===== src/rtl/pmb_pkg.sv =====
`timescale 1ns/1ps
package pmb_pkg;

   typedef enum logic [2:0] {
      PH_IDLE,
      PH_WAIT,
      PH_PRE,
      PH_WL,
      PH_SNS,
      PH_WDRV,
      PH_WWL
   } ph_e;

   function automatic logic mode_active(input logic [1:0] m);
      return m == 2'b00;
   endfunction

   function automatic logic mode_off(input logic [1:0] m);
      return m[1];
   endfunction

endpackage


===== src/rtl/pmb_wake.sv =====
`timescale 1ns/1ps
module pmb_wake #(
   parameter int WAKE_CYC = 3
) (
   input  logic       clk,
   input  logic       rst_n,
   input  logic [1:0] mode_i,
   output logic       ok_o
);
   import pmb_pkg::*;

   logic act;
   assign act = mode_active(mode_i);

   generate
      if (WAKE_CYC == 0) begin : g_nowait
         assign ok_o = act;
      end else begin : g_count
         localparam int CW = $clog2(WAKE_CYC + 1);
         logic [CW-1:0] cnt;

         always_ff @(posedge clk or negedge rst_n) begin
            if (!rst_n)          cnt <= '0;
            else if (!act)       cnt <= CW'(WAKE_CYC);
            else if (cnt != '0)  cnt <= cnt - 1'b1;
         end

         assign ok_o = act && (cnt == '0);

         p_leave_active_blocks_r9: assert property (@(posedge clk) disable iff (!rst_n)
            !act |=> !ok_o)
            else $error("block usable right after a non-active mode");
      end
   endgenerate

endmodule


===== src/rtl/pmb_bank.sv =====
`timescale 1ns/1ps
module pmb_bank #(
   parameter int ROW_W  = 3,
   parameter int COL_W  = 2,
   parameter int DATA_W = 8
) (
   input  logic              clk,
   input  logic              rst_n,
   input  logic              en_i,
   input  logic              pd_i,
   input  logic              wr_i,
   input  logic [ROW_W-1:0]  row_i,
   input  logic [COL_W-1:0]  col_i,
   input  logic [DATA_W-1:0] wdata_i,
   output logic [DATA_W-1:0] rdata_o,
   output logic              rvld_o
);
   localparam int ROWS   = 1 << ROW_W;
   localparam int COLS   = 1 << COL_W;
   localparam int WORDS  = ROWS * COLS;
   localparam int LINE_W = COLS * DATA_W;

   logic [LINE_W-1:0] arr [ROWS];
   logic [WORDS-1:0]  vld;
   logic [LINE_W-1:0] line;
   logic              wr_en;

   assign wr_en = wr_i && en_i;

   always_ff @(posedge clk) begin
      if (wr_en) arr[row_i][col_i*DATA_W +: DATA_W] <= wdata_i;
   end

   always_ff @(posedge clk or negedge rst_n) begin
      if (!rst_n)      vld <= '0;
      else if (pd_i)   vld <= '0;
      else if (wr_en)  vld[{row_i, col_i}] <= 1'b1;
   end

   assign line    = arr[row_i];
   assign rdata_o = en_i ? line[col_i*DATA_W +: DATA_W] : '0;
   assign rvld_o  = en_i && vld[{row_i, col_i}];

   p_off_drops_valid_r8: assert property (@(posedge clk) disable iff (!rst_n)
      pd_i |=> (vld == '0))
      else $error("valid bits survive power-down");

endmodule


===== src/rtl/pmb_seq.sv =====
`timescale 1ns/1ps
module pmb_seq #(
   parameter int ADDR_W = 7,
   parameter int DATA_W = 8,
   parameter int BANK_W = 2
) (
   input  logic              clk,
   input  logic              rst_n,
   input  logic              req_i,
   input  logic              we_i,
   input  logic [ADDR_W-1:0] addr_i,
   input  logic [DATA_W-1:0] wdata_i,
   input  logic              ok_i,
   output logic [BANK_W-1:0] tgt_bank_o,
   output logic [ADDR_W-1:0] lat_addr_o,
   output logic [DATA_W-1:0] lat_wdata_o,
   output logic              act_o,
   output logic              wr_o,
   output logic              pre_o,
   output logic              wl_o,
   output logic              se_o,
   output logic              bdrv_o,
   output logic              ready_o
);
   import pmb_pkg::*;

   ph_e st, nxt;
   logic lat_we;

   always_comb begin
      nxt = st;
      case (st)
         PH_IDLE: if (req_i) nxt = !ok_i ? PH_WAIT : (we_i ? PH_WDRV : PH_PRE);
         PH_WAIT: if (ok_i)  nxt = lat_we ? PH_WDRV : PH_PRE;
         PH_PRE:  nxt = PH_WL;
         PH_WL:   nxt = PH_SNS;
         PH_SNS:  nxt = PH_IDLE;
         PH_WDRV: nxt = PH_WWL;
         PH_WWL:  nxt = PH_IDLE;
         default: nxt = PH_IDLE;
      endcase
   end

   always_ff @(posedge clk or negedge rst_n) begin
      if (!rst_n) begin
         st          <= PH_IDLE;
         lat_we      <= 1'b0;
         lat_addr_o  <= '0;
         lat_wdata_o <= '0;
      end else begin
         st <= nxt;
         if (st == PH_IDLE && req_i) begin
            lat_we      <= we_i;
            lat_addr_o  <= addr_i;
            lat_wdata_o <= wdata_i;
         end
      end
   end

   assign tgt_bank_o = (st == PH_IDLE) ? addr_i[ADDR_W-1 -: BANK_W]
                                       : lat_addr_o[ADDR_W-1 -: BANK_W];
   assign act_o   = !(st == PH_IDLE || st == PH_WAIT);
   assign pre_o   = st == PH_PRE;
   assign wl_o    = st == PH_WL || st == PH_WWL;
   assign se_o    = st == PH_SNS;
   assign bdrv_o  = st == PH_WDRV || st == PH_WWL;
   assign wr_o    = st == PH_WWL;
   assign ready_o = st == PH_SNS || st == PH_WWL;

   p_sense_isolated_r4: assert property (@(posedge clk) disable iff (!rst_n)
      se_o |-> (!pre_o && !wl_o))
      else $error("sense overlaps precharge or word line");

   p_wl_one_cycle_r4: assert property (@(posedge clk) disable iff (!rst_n)
      wl_o |=> !wl_o)
      else $error("word line held beyond one cycle");

   p_pre_then_wl_r3: assert property (@(posedge clk) disable iff (!rst_n)
      pre_o |=> (wl_o && !bdrv_o))
      else $error("precharge not followed by read word line");

   p_wl_then_sense_r3: assert property (@(posedge clk) disable iff (!rst_n)
      (wl_o && !bdrv_o) |=> se_o)
      else $error("read word line not followed by sense");

   p_drive_then_wl_r5: assert property (@(posedge clk) disable iff (!rst_n)
      (bdrv_o && !wl_o) |=> (bdrv_o && wl_o))
      else $error("bit drive not followed by write word line");

endmodule


===== src/rtl/pm_banked_mem.sv =====
`timescale 1ns/1ps
module pm_banked_mem #(
   parameter int NBANK    = 4,
   parameter int ROW_W    = 3,
   parameter int COL_W    = 2,
   parameter int DATA_W   = 8,
   parameter int WAKE_CYC = 3
) (
   input  logic                                  clk,
   input  logic                                  rst_n,
   input  logic                                  req_i,
   input  logic                                  we_i,
   input  logic [$clog2(NBANK)+ROW_W+COL_W-1:0]  addr_i,
   input  logic [DATA_W-1:0]                     wdata_i,
   input  logic [2*NBANK-1:0]                    mode_i,
   output logic                                  ready_o,
   output logic [DATA_W-1:0]                     rdata_o,
   output logic                                  rerr_o,
   output logic [NBANK-1:0]                      bank_en_o,
   output logic                                  pre_o,
   output logic                                  wl_o,
   output logic                                  se_o,
   output logic                                  bdrv_o
);
   import pmb_pkg::*;

   localparam int BANK_W = $clog2(NBANK);
   localparam int ADDR_W = BANK_W + ROW_W + COL_W;

   generate
      if (NBANK < 2 || (NBANK & (NBANK - 1)) != 0) begin : g_bad_nbank
         $error("NBANK must be a power of two of at least 2");
      end
      if (ROW_W < 1 || COL_W < 1 || DATA_W < 1) begin : g_bad_width
         $error("ROW_W, COL_W and DATA_W must be positive");
      end
      if (WAKE_CYC < 0) begin : g_bad_wake
         $error("WAKE_CYC must not be negative");
      end
   endgenerate

   logic [BANK_W-1:0] tgt_bank, sel_bank;
   logic [ADDR_W-1:0] lat_addr;
   logic [DATA_W-1:0] lat_wdata;
   logic [ROW_W-1:0]  row;
   logic [COL_W-1:0]  col;
   logic              act, wr, ok_sel;
   logic [NBANK-1:0]  bank_ok;
   logic [NBANK-1:0]  bank_vld;
   logic [DATA_W-1:0] bank_rd [NBANK];

   pmb_seq #(
      .ADDR_W (ADDR_W),
      .DATA_W (DATA_W),
      .BANK_W (BANK_W)
   ) i_seq (
      .clk         (clk),
      .rst_n       (rst_n),
      .req_i       (req_i),
      .we_i        (we_i),
      .addr_i      (addr_i),
      .wdata_i     (wdata_i),
      .ok_i        (ok_sel),
      .tgt_bank_o  (tgt_bank),
      .lat_addr_o  (lat_addr),
      .lat_wdata_o (lat_wdata),
      .act_o       (act),
      .wr_o        (wr),
      .pre_o       (pre_o),
      .wl_o        (wl_o),
      .se_o        (se_o),
      .bdrv_o      (bdrv_o),
      .ready_o     (ready_o)
   );

   assign ok_sel   = bank_ok[tgt_bank];
   assign sel_bank = lat_addr[ADDR_W-1 -: BANK_W];
   assign row      = lat_addr[COL_W +: ROW_W];
   assign col      = lat_addr[COL_W-1:0];

   generate
      for (genvar g = 0; g < NBANK; g++) begin : g_blk
         assign bank_en_o[g] = act && (sel_bank == BANK_W'(g));

         pmb_wake #(
            .WAKE_CYC (WAKE_CYC)
         ) i_wake (
            .clk    (clk),
            .rst_n  (rst_n),
            .mode_i (mode_i[2*g +: 2]),
            .ok_o   (bank_ok[g])
         );

         pmb_bank #(
            .ROW_W  (ROW_W),
            .COL_W  (COL_W),
            .DATA_W (DATA_W)
         ) i_bank (
            .clk     (clk),
            .rst_n   (rst_n),
            .en_i    (bank_en_o[g]),
            .pd_i    (mode_off(mode_i[2*g +: 2])),
            .wr_i    (wr),
            .row_i   (row),
            .col_i   (col),
            .wdata_i (lat_wdata),
            .rdata_o (bank_rd[g]),
            .rvld_o  (bank_vld[g])
         );
      end
   endgenerate

   assign rdata_o = (se_o && bank_vld[sel_bank]) ? bank_rd[sel_bank] : '0;
   assign rerr_o  = se_o && !bank_vld[sel_bank];

   p_single_enable_r2: assert property (@(posedge clk) disable iff (!rst_n)
      $onehot0(bank_en_o))
      else $error("more than one block enabled");

   p_idle_no_enable_r2: assert property (@(posedge clk) disable iff (!rst_n)
      !(pre_o || wl_o || se_o || bdrv_o) |-> (bank_en_o == '0))
      else $error("block enabled outside an access phase");

   p_ready_one_cycle_r10: assert property (@(posedge clk) disable iff (!rst_n)
      ready_o |=> !ready_o)
      else $error("ready held for two cycles");

   p_ready_has_block_r10: assert property (@(posedge clk) disable iff (!rst_n)
      ready_o |-> (bank_en_o != '0))
      else $error("ready without an enabled block");

   p_error_in_sense_r8: assert property (@(posedge clk) disable iff (!rst_n)
      rerr_o |-> se_o)
      else $error("error flag outside sense");

endmodule


===== config.mk =====
export PLATFORM = sky130hd
export DESIGN_NAME = pm_banked_mem
export DESIGN_NICKNAME = d
export VERILOG_FILES = /design/src/rtl/pmb_pkg.sv /design/src/rtl/pmb_wake.sv /design/src/rtl/pmb_bank.sv /design/src/rtl/pmb_seq.sv /design/src/rtl/pm_banked_mem.sv
export SDC_FILE = /design/constraint.sdc
export NUM_CORES = 1
export LEC_CHECK = 0
export BUFFER_PORTS_ARGS = -buffer_cell sky130_fd_sc_hd__buf_4
export CORE_MARGIN = 1.5
export CORE_UTILIZATION = 35
export CTS_BUF_LIST = sky130_fd_sc_hd__clkbuf_8
export CTS_CLUSTER_DIAMETER = 30
export DETAILED_ROUTE_END_ITERATION = 12
export GPL_TIMING_DRIVEN = 0
export MAX_ROUTING_LAYER = met4
export PLACE_DENSITY = 0.51
export SLEW_MARGIN = 25
export SYNTH_ARGS = -nofsm -noshare
export SYNTH_HDL_FRONTEND = slang
export SYNTH_SLANG_ARGS = --single-unit
export TNS_END_PERCENT = 20

===== constraint.sdc =====
create_clock -name clk -period 4.9 [get_ports clk]
set_input_delay 0.49 -clock clk [delete_from_list [all_inputs] [get_ports clk]]
set_output_delay 0.49 -clock clk [all_outputs]
set_load 0.05 [all_outputs]

# Word level (Yosys, flattened, before mapping)
# Memory sizes are Yosys's and may differ from the RTL's.
# Cells that the tools add are included.
# Widths: inputs -> output; s select.
# op_classes
bitwise,5
n_eq_ne,15
n_addsub,5
n_reduce_logical,45
muxes,53
shift,6
n_lt_le_gt_ge,5
# op_table
op,count
$mux 32,12
$or 32x32->32,4
$shiftx 32x6->8,4
$mux 8,7
$neg 5->34,1
$shift 8x34->32 const A,1
$shiftx 8x34->32,1
$bmux 1 s5,4
$logic_and 1x1->1,20
$logic_not 2->1,9
$mux 2,9
$bmux 8 s2,1
$reduce_bool 2->1,8
$mux 3,5
$pmux 3 s5,1
$mux 1,11
$ne 2x2->1 const B,5
$eq 3x3->1 const B,3
$sub 2x1->2 const B,4
$eq 3x2->1 const B,2
$lt 2x3->1 const B,2
$lt 5x6->1 const B,1
$demux 1 s5,1
$ge 5x1->1 const B,1
11 further kinds,17
# word_totals
reg_bits,155
output_inout_bits,18
word_cells,150
mem_bits_rw,1024
input_bits,27
n_memories,4
# mem_list
memory,words,word_bits,read_ports,rd_clocked_by_memory_dff,write_ports,line_no,rtl
g_blk[0].i_bank.arr,8,32,1,0,1,pmb_bank.sv:23,logic [LINE_W-1:0] arr [ROWS];
g_blk[1].i_bank.arr,8,32,1,0,1,pmb_bank.sv:23,
g_blk[2].i_bank.arr,8,32,1,0,1,pmb_bank.sv:23,
g_blk[3].i_bank.arr,8,32,1,0,1,pmb_bank.sv:23,

# Depth between registers and ports, before layout
# logic_depth
depth_word,9
depth_mapped,12
depth_no_buf,8

# Cells and area by module
# A second synthesis with hierarchy kept.
# hier_totals
cells_unflattened,3219
area_unflattened_um2,49681.4
# modules_own_cells
mod,n_inst,cells_each,area_each_um2
pmb_bank (g_blk[1].i_bank ...),2,764,11960.2
pmb_bank (g_blk[3].i_bank),1,769,12011.5
pmb_bank (g_blk[0].i_bank),1,766,11923.9
pmb_seq,1,74,950.9
pmb_wake,4,12,118.9
pm_banked_mem,1,34,399.1

# Least setup slack after synthesis
# OpenSTA, ideal clock, no wires.
# synth_timing
path_type,reg2out
from,register i_seq.st[2]
to,output port rdata_o[0]
required_time_ns,4.410
slack_ns,1.496
t_arrival_ns,2.914
path_stages_with_launch,6
path_cell_list,dfrtp_1 buf_2 inv_1 nor3_1 nand2_2 a41oi_1
# synth_between
word_cells_on_any_way,24
# synth_lines
element,line_no,rtl
start: declaration,pmb_seq.sv:27,"ph_e st, nxt;"
start signal: assignment,pmb_seq.sv:51,st <= nxt;
$eq 3x3->1,pmb_seq.sv:65,assign se_o = st == PH_SNS;
named net se_o,pm_banked_mem.sv:22,"output logic se_o,"
$logic_and 1x1->1,pm_banked_mem.sv:113,assign rdata_o = (se_o && bank_vld[sel_bank]) ? bank_rd[sel_bank] : '0;
$mux 8,pm_banked_mem.sv:113,
end: declaration,pm_banked_mem.sv:17,"output logic [DATA_W-1:0] rdata_o,"
# The timed path passes the listed nets, and every way through them passes these cells. The select of a mux whose other input is x is not followed.

# Worst setup path in the final report
# layout_timing
from,register i_seq.lat_addr_o[4]
to,output port rdata_o[5]
# layout_between
elab_chain_len,7
word_cells_on_any_way,31
# layout_lines
element,line_no,rtl
start: declaration,pmb_seq.sv:15,"output logic [ADDR_W-1:0] lat_addr_o,"
start signal: assignment,pmb_seq.sv:54,lat_addr_o <= addr_i;
$mem_v2 8x32 / $bmux 1 s5 (equally long branches),-,
$shiftx 32x6->8 / $mux 1 (equally long branches),"pmb_bank.sv:41, pmb_bank.sv:42",
$mux 8 / $logic_and 1x1->1 (equally long branches),"pmb_bank.sv:41, pmb_bank.sv:42",
$bmux 8 s2 / $bmux 1 s2 (equally long branches),pm_banked_mem.sv:113,
$mux 8 (implied by the code) / $mux 1 (equally long branches),pm_banked_mem.sv:113,
$mux 8 (implied by the code) / $logic_and 1x1->1 (equally long branches),pm_banked_mem.sv:113,
$mux 8 (*),pm_banked_mem.sv:113,
# Every way passes the cells marked *; elsewhere a longest branch is shown, timed or not. The select of a mux whose other input is x is not followed.

==> summary.txt <==
worst flop-to-flop path endpoint: g_blk[3].i_bank.arr[7][0]
register area share after synthesis: 0.726
Worst R2R Path Depth: 9
Layout area overhead: 23.1%
routed length per instance: 40.8 um
clock transition at the registers of the reported paths: 0.06 ns
PortBufs: 40
net count of the finished layout: 3,511
Post-synth ARST share: 0.131
Initial Utilization: 0.352
clock sinks: 1,179
setup ws final: -0.194 ns
critical setup path kind: register to output pin
Synth area leaders: edfxtp_1 (64%), dfrtp_1 (8.1%), mux4_2 (3.1%)
WL final: 223 mm
Primary FF master, synth: edfxtp_1
fraction of final layout cells sized beyond drive strength 1: 0.273
top post-synthesis cells by count: edfxtp_1 (1,024), nor2_1 (359), dfrtp_1 (155)
unrepaired setup endpoints after global routing: yes
Die Wd: 372 um
Final Setup Violations: 8
CTS max path bufs: 4
Clock Latency Late Sink: 1.00 ns
vias in the first global route: 31,800
largest net degree at the start of global routing: 81
Post-Synthesis Net Count: 3,115
DPL Wire Length: 145 mm
DRC Markers: 0
cell taking the most area after synthesis: edfxtp_1
Hold Fails Final Rpt: 0
routability cong.: 1.08
first-pass GRT wire length: 291 mm
Syn Area/Cell: 15.5 um^2
Worst R2R Setup Slack: 0.06 ns
status: complete, but fails checks
worst rel slew slack: 0.125
design area: 58,700 um^2
placed cell area: 50,800 um^2
placed cells: 4,914
min Tclk post-route: 5.09 ns
Num CTS Buffers: 296
Synth Cell Area: 47,700 um^2
Tightest Pin Transition: 1.31 ns
final worst-path cycle share: 1.04
EDFF count, synth: 1,024
Vias: 34,200
Post-Synthesis Cells: 3,076
CTS Root Cell: clkbuf_8
worst clock skew: 0.0563 ns
CP Capture Type: output pin
Rows: 135
final non-filler cell total: 5,479
Pins Over Slew Limit: 0
post-synthesis register bit count: 1,179
Synthesis Warnings: 0
Pwr Total: 0.0403 W
Iter 0 DRT Violations: 5,894
# IOs: 45
worst ir drop on vdd: 0.375 mV
first-pass detailed-route iteration total: 6
GRT Total Usage: 0.329
Die Footprint: 138,000 um^2
H-tree depth: 5
HP Class: input port to asynchronous set/reset pin
maximum clock rate: 196 MHz
core area: 135,000 um^2
Post-Place Worst Slack: -0.600 ns
top-count cell post-synth: edfxtp_1
Synth top area share: 0.645
reg-to-reg startpoint: i_seq.lat_addr_o[0]
Overflow after GRT: 0
hold slack: 0.0853 ns
leakage power: 20.2 nW
worst path required time: 4.41 ns
worst path arrival time: 4.60 ns
final antenna-violating net count: 0
TritonCTS clock tree: yes
max-cap violation count: 0
average vias per placed instance: 6.25
failing checks: negative setup slack
crit-path max FO: 12
Netlist cell types: 76
startpoint types: register
initial antenna violation count: 15
Die Height: 372 um
Pwr Density: 687 nW/um^2
[logic make-up (layout without fill, tap and decap cells)]
logic type / count (synthesis) / after routing / share of synthesized area
fa+ha+maj: 12 / 12 / 0.00315
other cells: 0 / 18 / 0
simple gates: 638 / 638 / 0.0572
xor+xnor: 4 / 4 / 0.000735
flops: 1179 / 1179 / 0.726
mux: 259 / 259 / 0.0747
compound gates: 722 / 722 / 0.109
buf+inv: 262 / 866 / 0.0289
[layout by cell type (no fill, tap or decap), types with 36 or more instances in the layout]
| cell | Yosys | layout |
|---|---|---|
| edfxtp_1 | 1024 | 1024 |
| nor2_1 | 359 | 323 |
| clkbuf_8 | 0 | 312 |
| dfrtp_1 | 155 | 153 |
| nand2_1 | 144 | 143 |
| a31oi_1 | 138 | 134 |
| a21oi_1 | 136 | 127 |
| a221oi_1 | 112 | 106 |
| buf_4 | 36 | 94 |
| mux2_2 | 91 | 91 |
| mux2i_1 | 93 | 90 |
| a22oi_1 | 76 | 76 |
| mux4_2 | 66 | 66 |
| clkbuf_1 | 97 | 59 |
| inv_1 | 15 | 58 |
| buf_6 | 19 | 49 |
| clkinv_2 | 0 | 49 |
| o21ai_0 | 73 | 49 |
| clkinv_1 | 2 | 43 |
| bufinv_16 | 0 | 36 |
[registers in the layout, summed over array words and instances, names as in the netlist]
name / count
i_seq.lat_addr_o: 7
g_blk.i_bank.arr: 1024
g_blk.i_bank.vld: 128
i_seq.st: 3
g_blk.i_wake.g_count.cnt: 8
i_seq.lat_wdata_o: 8
i_seq.lat_we: 1
[worst max-delay path: stages, from the launching register on]
cell,delay (ns)
dfrtp_2,0.50
buf_6,0.25
buf_12,0.23
buf_16,0.22
buf_12,0.24
buf_12,0.26
mux2i_1,0.10
nor2_1,0.10
a21oi_1,0.06
o211ai_1,0.52
o2111ai_2,0.35
a31oi_4,0.38
buf_4,0.27
[worst max-delay path by stage]
stage / endpoint / cells past startpoint / slack [ns] / start
6_report: rdata_o[5] / 12 / -0.19 / i_seq.lat_addr_o[4]
3_3_place_gp: g_blk[2].i_bank.arr[7][5] / 9 / -1.62 / i_seq.lat_addr_o[0]
2_1_floorplan: rdata_o[0] / 5 / 1.50 / i_seq.st[2]
3_5_place_dp: rdata_o[4] / 10 / -0.60 / i_seq.lat_addr_o[4]
4_1_cts: rdata_o[2] / 12 / 0.0002 / i_seq.lat_addr_o[3]
5_1_grt: rdata_o[4] / 13 / -0.06 / i_seq.lat_addr_o[3]
[metal layers]
metal  wire length, um  vias to the layer above  GRT usage  part of all wire
met2             94100                     2834      0.454              0.42
met1             84800                    17700      0.422              0.38
met5                 0                        -          -                 0
met3             30200                      671      0.110              0.14
li1                  -                    13000          -                 -
met4             14300                        0      0.186             0.064
[where the power goes]
part	switching, W	internal [W]	leakage [nW]
logic	0.0116	0.00392	5.42
registers	0.000212	0.0118	11.5
clock network	0.00497	0.00777	3.27
[timing repair]
action | in CTS | in global routing
setup endpoints to repair | 725 | 8
gates resized for setup | 303 | 30
buffers inserted | 11 | 3
pin swaps | 20 | 7
hold buffers | 29 | 0
hold endpoints to repair | 115 | 0
[area by class of cell]
class	count	area, um^2
repair buffers	100	1140
flip-flops and latches	1179	34600
inverters	18	76.3
diodes	18	45.0
clock buffers	311	4280
plain buffers	242	2000
multi-input cells	1635	12400
fillers	12200	76600
clock inverters	195	1850
well taps	1781	2230
[stage by stage]
stage / TNS [ns] / util
floorplan: 0 / -
global placement: -1325.91 / 0.371
detailed placement: -41.84 / 0.376
CTS: 0 / 0.432
global route: -0.177 / 0.434
finish: -0.974 / 0.434
(Power assumes the default switching activity.)
